### config.mk
export PLATFORM = sky130hd
export DESIGN_NAME = spi_slave_sync
export DESIGN_NICKNAME = d
export VERILOG_FILES = /design/src/rtl/spi_slv_pkg.sv /design/src/rtl/spi_slv_sync.sv /design/src/rtl/spi_slv_edge.sv /design/src/rtl/spi_slv_shift.sv /design/src/rtl/spi_slave_sync.sv
export SDC_FILE = /design/constraint.sdc
export NUM_CORES = 1
export LEC_CHECK = 0
export CORE_MARGIN = 2
export CORE_UTILIZATION = 40
export DETAILED_ROUTE_END_ITERATION = 10
export PLACE_DENSITY = 0.67
export SLEW_MARGIN = 20
export SYNTH_ARGS = -nofsm -noshare
export SYNTH_HDL_FRONTEND = slang
export SYNTH_HIERARCHICAL = 1
export SYNTH_SLANG_ARGS = --single-unit
export TNS_END_PERCENT = 30
### constraint.sdc
create_clock -name clk -period 4.26 [get_ports clk]
set_clock_uncertainty 0.1 [all_clocks]
set_input_delay 0.639 -clock clk [delete_from_list [all_inputs] [get_ports clk]]
set_output_delay 0.639 -clock clk [all_outputs]
set_load 0.01 [all_outputs]
### src/rtl/spi_slv_pkg.sv
package spi_slv_pkg;

   localparam logic [3:0] MODE_SEL_PIN  = 4'b0100;
   localparam logic [3:0] MODE_SEL_FREE = 4'b0101;

   typedef enum logic [1:0] {SEL_OFF, SEL_PIN, SEL_FREE} sel_kind_e;

   function automatic sel_kind_e decode_mode(input logic [3:0] m);
      case (m)
         MODE_SEL_PIN:  return SEL_PIN;
         MODE_SEL_FREE: return SEL_FREE;
         default:       return SEL_OFF;
      endcase
   endfunction

endpackage

### src/rtl/spi_slv_sync.sv
module spi_slv_sync #(
   parameter int               WIDTH   = 1,
   parameter int               STAGES  = 2,
   parameter logic [WIDTH-1:0] RST_VAL = '0
) (
   input  logic             clk,
   input  logic             rst_n,
   input  logic [WIDTH-1:0] d,
   output logic [WIDTH-1:0] q
);

   logic [WIDTH-1:0] stg [STAGES];

   always_ff @(posedge clk or negedge rst_n) begin
      if (!rst_n) stg[0] <= RST_VAL;
      else        stg[0] <= d;
   end

   for (genvar k = 1; k < STAGES; k++) begin : g_stage
      always_ff @(posedge clk or negedge rst_n) begin
         if (!rst_n) stg[k] <= RST_VAL;
         else        stg[k] <= stg[k-1];
      end
   end

   assign q = stg[STAGES-1];

endmodule

### src/rtl/spi_slv_edge.sv
module spi_slv_edge (
   input  logic clk,
   input  logic rst_n,
   input  logic sck_s,
   input  logic cpol,
   output logic lead,
   output logic trail
);

   logic act, act_d;

   assign act = sck_s ^ cpol;

   always_ff @(posedge clk or negedge rst_n) begin
      if (!rst_n) act_d <= 1'b0;
      else        act_d <= act;
   end

   assign lead  = act & ~act_d;
   assign trail = ~act & act_d;

endmodule

### src/rtl/spi_slv_shift.sv
module spi_slv_shift #(
   parameter int DW = 8
) (
   input  logic          clk,
   input  logic          rst_n,
   input  logic          clr,
   input  logic          lead,
   input  logic          trail,
   input  logic          edge_sel,
   input  logic          sdi_s,
   input  logic          load,
   input  logic [DW-1:0] load_val,
   output logic          busy,
   output logic          done,
   output logic [DW-1:0] word,
   output logic          sdo_bit
);

   localparam int CW = $clog2(DW);

   logic [CW-1:0] cnt;
   logic [DW-1:0] tx_sh, rx_sh;
   logic          sample, shift, last;

   assign sample  = edge_sel ? lead  : trail;
   assign shift   = edge_sel ? trail : lead;
   assign last    = (cnt == CW'(DW-1));
   assign busy    = (cnt != '0);
   assign sdo_bit = tx_sh[DW-1];

   always_ff @(posedge clk or negedge rst_n) begin
      if (!rst_n) begin
         cnt   <= '0;
         tx_sh <= '0;
         rx_sh <= '0;
         done  <= 1'b0;
         word  <= '0;
      end else begin
         done <= 1'b0;
         if (clr) begin
            cnt   <= '0;
            rx_sh <= '0;
            tx_sh <= load_val;
         end else begin
            if (load) tx_sh <= load_val;
            if (sample) begin
               rx_sh <= {rx_sh[DW-2:0], sdi_s};
               if (last) begin
                  cnt   <= '0;
                  done  <= 1'b1;
                  word  <= {rx_sh[DW-2:0], sdi_s};
                  tx_sh <= load_val;
               end else begin
                  cnt <= cnt + 1'b1;
               end
            end else if (shift && busy) begin
               tx_sh <= tx_sh << 1;
            end
         end
      end
   end

   AST_ABORT_ZERO: assert property (@(posedge clk) disable iff (!rst_n)
      clr |=> !busy);
   AST_DONE_PULSE: assert property (@(posedge clk) disable iff (!rst_n)
      done |=> !done);
   AST_EDGE_ONEHOT: assert property (@(posedge clk) disable iff (!rst_n)
      $onehot0({lead, trail}));

endmodule

### src/rtl/spi_slave_sync.sv
module spi_slave_sync
   import spi_slv_pkg::*;
#(
   parameter int DW          = 8,
   parameter int SYNC_STAGES = 2
) (
   input  logic          clk,
   input  logic          rst_n,
   input  logic          en,
   input  logic [3:0]    mode,
   input  logic          cpol,
   input  logic          edge_sel,
   input  logic          sdo_off,
   input  logic          tx_wr,
   input  logic [DW-1:0] tx_data,
   input  logic          rx_rd,
   output logic [DW-1:0] rx_data,
   output logic          rx_irq,
   output logic          wcol,
   output logic          ovf,
   output logic          cfg_err,
   input  logic          sck,
   input  logic          ss_n,
   input  logic          sdi,
   output logic          sdo,
   output logic          sdo_oe
);

   if (DW < 2 || SYNC_STAGES < 2) begin : g_bad_param
      $error("spi_slave_sync: DW and SYNC_STAGES must each be at least 2");
   end

   sel_kind_e     sel;
   logic          slave_on, ss_ctl, clr, load, busy, done, sdo_bit;
   logic          sck_s, ss_s, sdi_s, lead, trail;
   logic [DW-1:0] tx_buf, load_val, word;

   spi_slv_sync #(.WIDTH(3), .STAGES(SYNC_STAGES), .RST_VAL(3'b010)) u_sync (
      .clk(clk), .rst_n(rst_n), .d({sck, ss_n, sdi}), .q({sck_s, ss_s, sdi_s})
   );

   spi_slv_edge u_edge (
      .clk(clk), .rst_n(rst_n), .sck_s(sck_s), .cpol(cpol),
      .lead(lead), .trail(trail)
   );

   assign sel      = decode_mode(mode);
   assign slave_on = en && (sel != SEL_OFF);
   assign ss_ctl   = (sel == SEL_PIN);
   assign clr      = !slave_on || (ss_ctl && ss_s);
   assign load     = tx_wr && !busy;
   assign load_val = load ? tx_data : tx_buf;

   spi_slv_shift #(.DW(DW)) u_shift (
      .clk(clk), .rst_n(rst_n), .clr(clr), .lead(lead), .trail(trail),
      .edge_sel(edge_sel), .sdi_s(sdi_s), .load(load), .load_val(load_val),
      .busy(busy), .done(done), .word(word), .sdo_bit(sdo_bit)
   );

   always_ff @(posedge clk or negedge rst_n) begin
      if (!rst_n) begin
         tx_buf  <= '0;
         rx_data <= '0;
         rx_irq  <= 1'b0;
         wcol    <= 1'b0;
         ovf     <= 1'b0;
      end else begin
         if (load) tx_buf <= tx_data;
         if (!en) begin
            rx_irq <= 1'b0;
            wcol   <= 1'b0;
            ovf    <= 1'b0;
         end else begin
            if (tx_wr && busy) wcol <= 1'b1;
            if (done) begin
               if (rx_irq && !rx_rd) begin
                  ovf <= 1'b1;
               end else begin
                  rx_data <= word;
                  rx_irq  <= 1'b1;
               end
            end else if (rx_rd) begin
               rx_irq <= 1'b0;
            end
         end
      end
   end

   // Output enable follows the raw select pin so release floats sdo at once.
   assign sdo_oe  = slave_on && !sdo_off && (ss_ctl ? !ss_n : 1'b1);
   assign sdo     = sdo_bit;
   assign cfg_err = en && edge_sel && (mode != MODE_SEL_PIN);

   AST_OE_SS_HIGH: assert property (@(posedge clk) disable iff (!rst_n)
      (ss_ctl && ss_n) |-> !sdo_oe);
   AST_WCOL_HOLD: assert property (@(posedge clk) disable iff (!rst_n)
      (en && tx_wr && busy) |=> (wcol && $stable(tx_buf)));
   AST_OVF_KEEP: assert property (@(posedge clk) disable iff (!rst_n)
      (en && done && rx_irq && !rx_rd) |=> (ovf && $stable(rx_data)));
   AST_DONE_FLAG: assert property (@(posedge clk) disable iff (!rst_n)
      (en && done) |=> rx_irq);
   AST_DIS_CLEAR: assert property (@(posedge clk) disable iff (!rst_n)
      !en |=> (!rx_irq && !wcol && !ovf && !busy));
   AST_CFG_EN: assert property (@(posedge clk) disable iff (!rst_n)
      !en |-> !cfg_err);

endmodule

==> impl_metrics.py <==
metrics = {
    "floorplanning": {
        "die_x_um": 83.6,
        "floorplan.die_area_mm2": 0.00698,
        "core-area_mm2": 0.00603,
        "die_h_um": 83.6,
        "initial_utilization_pct": 42.0,
        "io_count": 37,
        "core.rowCount": 28,
    },
    "pwr": {
        "power_frac_comb_pct": 13.0,
        "clock_power_share_pct": 33.7,
        "seqPwrFrac_pct": 53.3,
        "p_leak_nw": 1.34,
        "sw_frac_of_total_pct": 24.2,
        "net-switching-power_w": 0.000242,
        "internal-power_w": 0.000758,
        "overall_power_w": 0.00100,
        "p_per_area_mw_per_mm2": 330,
        "vdd_drop_max_v": 0.000168,
    },
    "layout": {
        "area_taken_by_flip_flops_and_latches_mm2": 0.00133,
        "design.final.nets": 284,
        "area.growth.synth_to_final_pct": 19.9,
        "multiInputGateArea_mm2": 0.00107,
        "final.fill_count": 562,
        "drive_gt1_share_pct": 18.1,
        "antenna_cells": 0,
    },
    "worst_setup_path": {
        "crit_path_frequent_cell": "sky130_fd_sc_hd__inv_1",
        "crit_path_top_delay_cell": "sky130_fd_sc_hd__inv_1",
        "timing.critical_path.slowest_cell_delay_ns": 0.46,
        "path_class": "reg -> reg",
        "critical_path_rt_ns": 4.35,
        "crit_chain": "inv_1 -> ha_1 -> and2b_1 -> clkinv_1 -> nand2b_1 -> inv_1 -> mux2i_1 -> o21ai_0 -> a211o_1",
        "timing.critical_path.to_type": "register",
        "crit_arrival_ns": 3.15,
        "worst_setup_sp_type": "register",
        "critPathMaxFanout": 10,
    },
    "placed_design": {
        "gp_congestion": 0.760,
        "number_of_i_o_port_buffers": 36,
        "hpwlAfterDp_mm": 3.08,
    },
    "timing": {
        "number_of_hold_violations_in_the_final_report": 0,
        "timing.fmax_mhz": 326,
        "max_slew.worst_pin.slew_ns": 0.709,
        "grt_setup_unrepaired": "false",
        "setup_violations": 0,
        "timing.final.crit_share_pct": 71.9,
        "finalCriticalPeriod_ns": 3.06,
        "worst_slew_margin_rel_pct": 51.8,
        "report.final.slew_viol_count": 0,
        "tns_ns": 0,
    },
    "clocking": {
        "clk_root_buffer_cell": "sky130_fd_sc_hd__clkbuf_8",
        "cts.sink_count": 53,
        "post_cts_setup_repair_bufs": 0,
        "clk_transition_reported_paths_ns": 0.09,
        "maximum_buffer_depth_of_the_clock_tree": 2,
        "cts_hold_repair.buffers": 0,
        "cts_tree": "done",
        "h-tree-depth": 2,
        "later_pin_clock_latency_in_the_skew_report_ns": 0.30,
        "ctsResizeCount": 0,
        "cts_buffer_count": 5,
    },
    "synth": {
        "synthesis.yosys.warnings": 6,
        "synth_cell_type_count": 39,
        "synth_edf_count": 0,
        "synth_top_cells_by_count": "51 x sky130_fd_sc_hd__dfrtp_1, 37 x sky130_fd_sc_hd__nand2_1, 18 x sky130_fd_sc_hd__mux2_2",
        "async_flop_share_pct": 100,
        "yosys_most_used_dff": "sky130_fd_sc_hd__dfrtp_1",
        "netlist.area_leader.share_pct": 50.4,
        "synth_seq_area_share_pct": 52.5,
        "postSynthCellCount": 225,
        "postSynthRegisterBits": 53,
        "netlist_area_mm2": 0.00253,
        "yosys.area.top_type": "sky130_fd_sc_hd__dfrtp_1",
        "syn-num-nets": 251,
        "synth.area.top_cells": "sky130_fd_sc_hd__dfrtp_1 50%, sky130_fd_sc_hd__mux2_2 8.0%, sky130_fd_sc_hd__nand2_1 5.5%, sky130_fd_sc_hd__mux2_4 4.7%, sky130_fd_sc_hd__mux2i_1 3.6%",
        "synthesis.area_per_instance_um2": 11.2,
        "yosys.cell_count.top_type": "sky130_fd_sc_hd__dfrtp_1",
    },
    "grt": {
        "antenna_found_initial": 0,
        "grt_util_all_layers_pct": 14.1,
        "overflow": 0,
        "pin_count_of_the_biggest_net_entering_global_routing": 54,
        "first_global_vias": 1709,
        "grt_first_pass_wirelength_mm": 8.16,
    },
    "drt": {
        "route.detailed.drc": 0,
        "routed_wl_mm": 4.62,
        "drtIter0Drc": 167,
        "route.detailed.vias_per_inst": 5.16,
        "ant_nets": 0,
        "route.vias.total": 1723,
        "detailed_routing_iteration_count_for_the_pre_antenna_repair_pass": 4,
        "routed_wire_length_per_instance_um": 13.8,
    },
    "outcome": {
        "outcome": "finished clean",
    },
    "hold_path": {
        "worstHoldPathType": "reg -> reg",
    },
    "job": {
        "max_cap_viols": 0,
    },
}
==> critical path: cells and delay by family, from the launching register on <==
family	cells	cell delay, ns
DFF	1	0.42
adders and majority gates	1	0.13
muxes	1	0.28
buffers and inverters	3	0.88
AOI/OAI and AO/OA	2	0.40
and+or+nand+nor	2	0.75
==> metal layers <==
metal	track usage (%)	part of all wire (%)	wire, um	vias to the layer above
li1	-	-	-	848
met1	19.7	48	2200	824
met2	22.1	47	2170	47
met3	2.97	4.4	202	4
met4	4.55	0.97	45	0
met5	0	0	0	-
==> metrics by stage <==
step	cells	setup slack [ns]	area [um^2]	hold slack, ns	util, %
after floorplan	225	1.85	2530	0.231	-
after global routing	334	0.920	3040	0.269	50.4
final	334	1.20	3040	0.256	50.4
after global placement	326	1.31	2920	0.233	48.5
after detailed placement	326	1.21	2920	0.238	48.5
after CTS	334	1.19	3040	0.261	50.4
==> worst paths after layout <==
kind                            cells past startpoint  slack [ns]      startpoint          endpoint
worst max register to register                      9        1.20  u_shift/cnt[0]  u_shift/tx_sh[6]
max in group asynchronous                           2        3.28           rst_n  u_shift/rx_sh[0]
worst min-delay path                                0        0.26   u_sync/stg[3]       u_sync/q[0]
worst max-delay path                                9        1.20  u_shift/cnt[0]  u_shift/tx_sh[6]
min in group asynchronous                           2        0.33           rst_n         tx_buf[5]
worst min register to register                      0        0.26   u_sync/stg[3]       u_sync/q[0]
==> cell type report <==
cell class                      count  share of cell area, %
Sequential cell                    53                   43.8
Multi-Input combinational cell    145                   35.2
Timing Repair Buffer               40                   12.7
Tap cell                           75                   3.09
Clock buffer                        6                   2.39
Inverter                           13                   1.61
Clock inverter                      2                   1.28
==> power groups by stage <==
stage          combinational [W]  sequential [W]  clock (W)
2_1_floorplan          0.0000810        0.000541          0
3_3_place_gp            0.000128        0.000543          0
3_5_place_dp            0.000131        0.000544          0
4_1_cts                 0.000132        0.000534   0.000350
5_1_grt                 0.000146        0.000536   0.000373
6_report                0.000130        0.000534   0.000337
==> sequential cells by signal, summed over array words and instances, names as in the netlist <==
signal,count
u_sync/q,3
tx_buf,8
u_shift/tx_sh,8
u_edge/act_d,1
u_shift/done,1
ovf,1
u_shift/cnt,3
u_sync/stg,3
rx_irq,1
u_shift/word,8
u_shift/rx_sh,7
wcol,1
rx_data,8
==> cells by family (layout without fill, tap and decap cells) <==
family,count (synthesis),in the layout,synth area share (%)
adder cells (fa/ha/maj),3,3,1.48
buffers and inverters,27,61,5.34
AND/OR/NAND/NOR,59,59,11.7
flip-flops,53,53,52.5
XOR/XNOR,1,1,0.346
AO/OA/AOI/OAI,46,46,11.8
multiplexers,36,36,16.9
==> placed cells by master, fill, tap and decap left out, types with 4 or more instances in the layout <==
cell and n:
sky130_fd_sc_hd__a211o_1 7, sky130_fd_sc_hd__a21oi_1 13, sky130_fd_sc_hd__a311oi_1 7, sky130_fd_sc_hd__buf_4 4
sky130_fd_sc_hd__clkbuf_8 5, sky130_fd_sc_hd__clkdlybuf4s50_1 35, sky130_fd_sc_hd__dfrtp_1 51, sky130_fd_sc_hd__inv_1 12
sky130_fd_sc_hd__mux2_2 18, sky130_fd_sc_hd__mux2_4 8, sky130_fd_sc_hd__mux2i_1 9, sky130_fd_sc_hd__nand2_1 37
sky130_fd_sc_hd__nor3_1 7, sky130_fd_sc_hd__o21ai_0 14
Note: power is estimated with default switching activity, not from simulation.
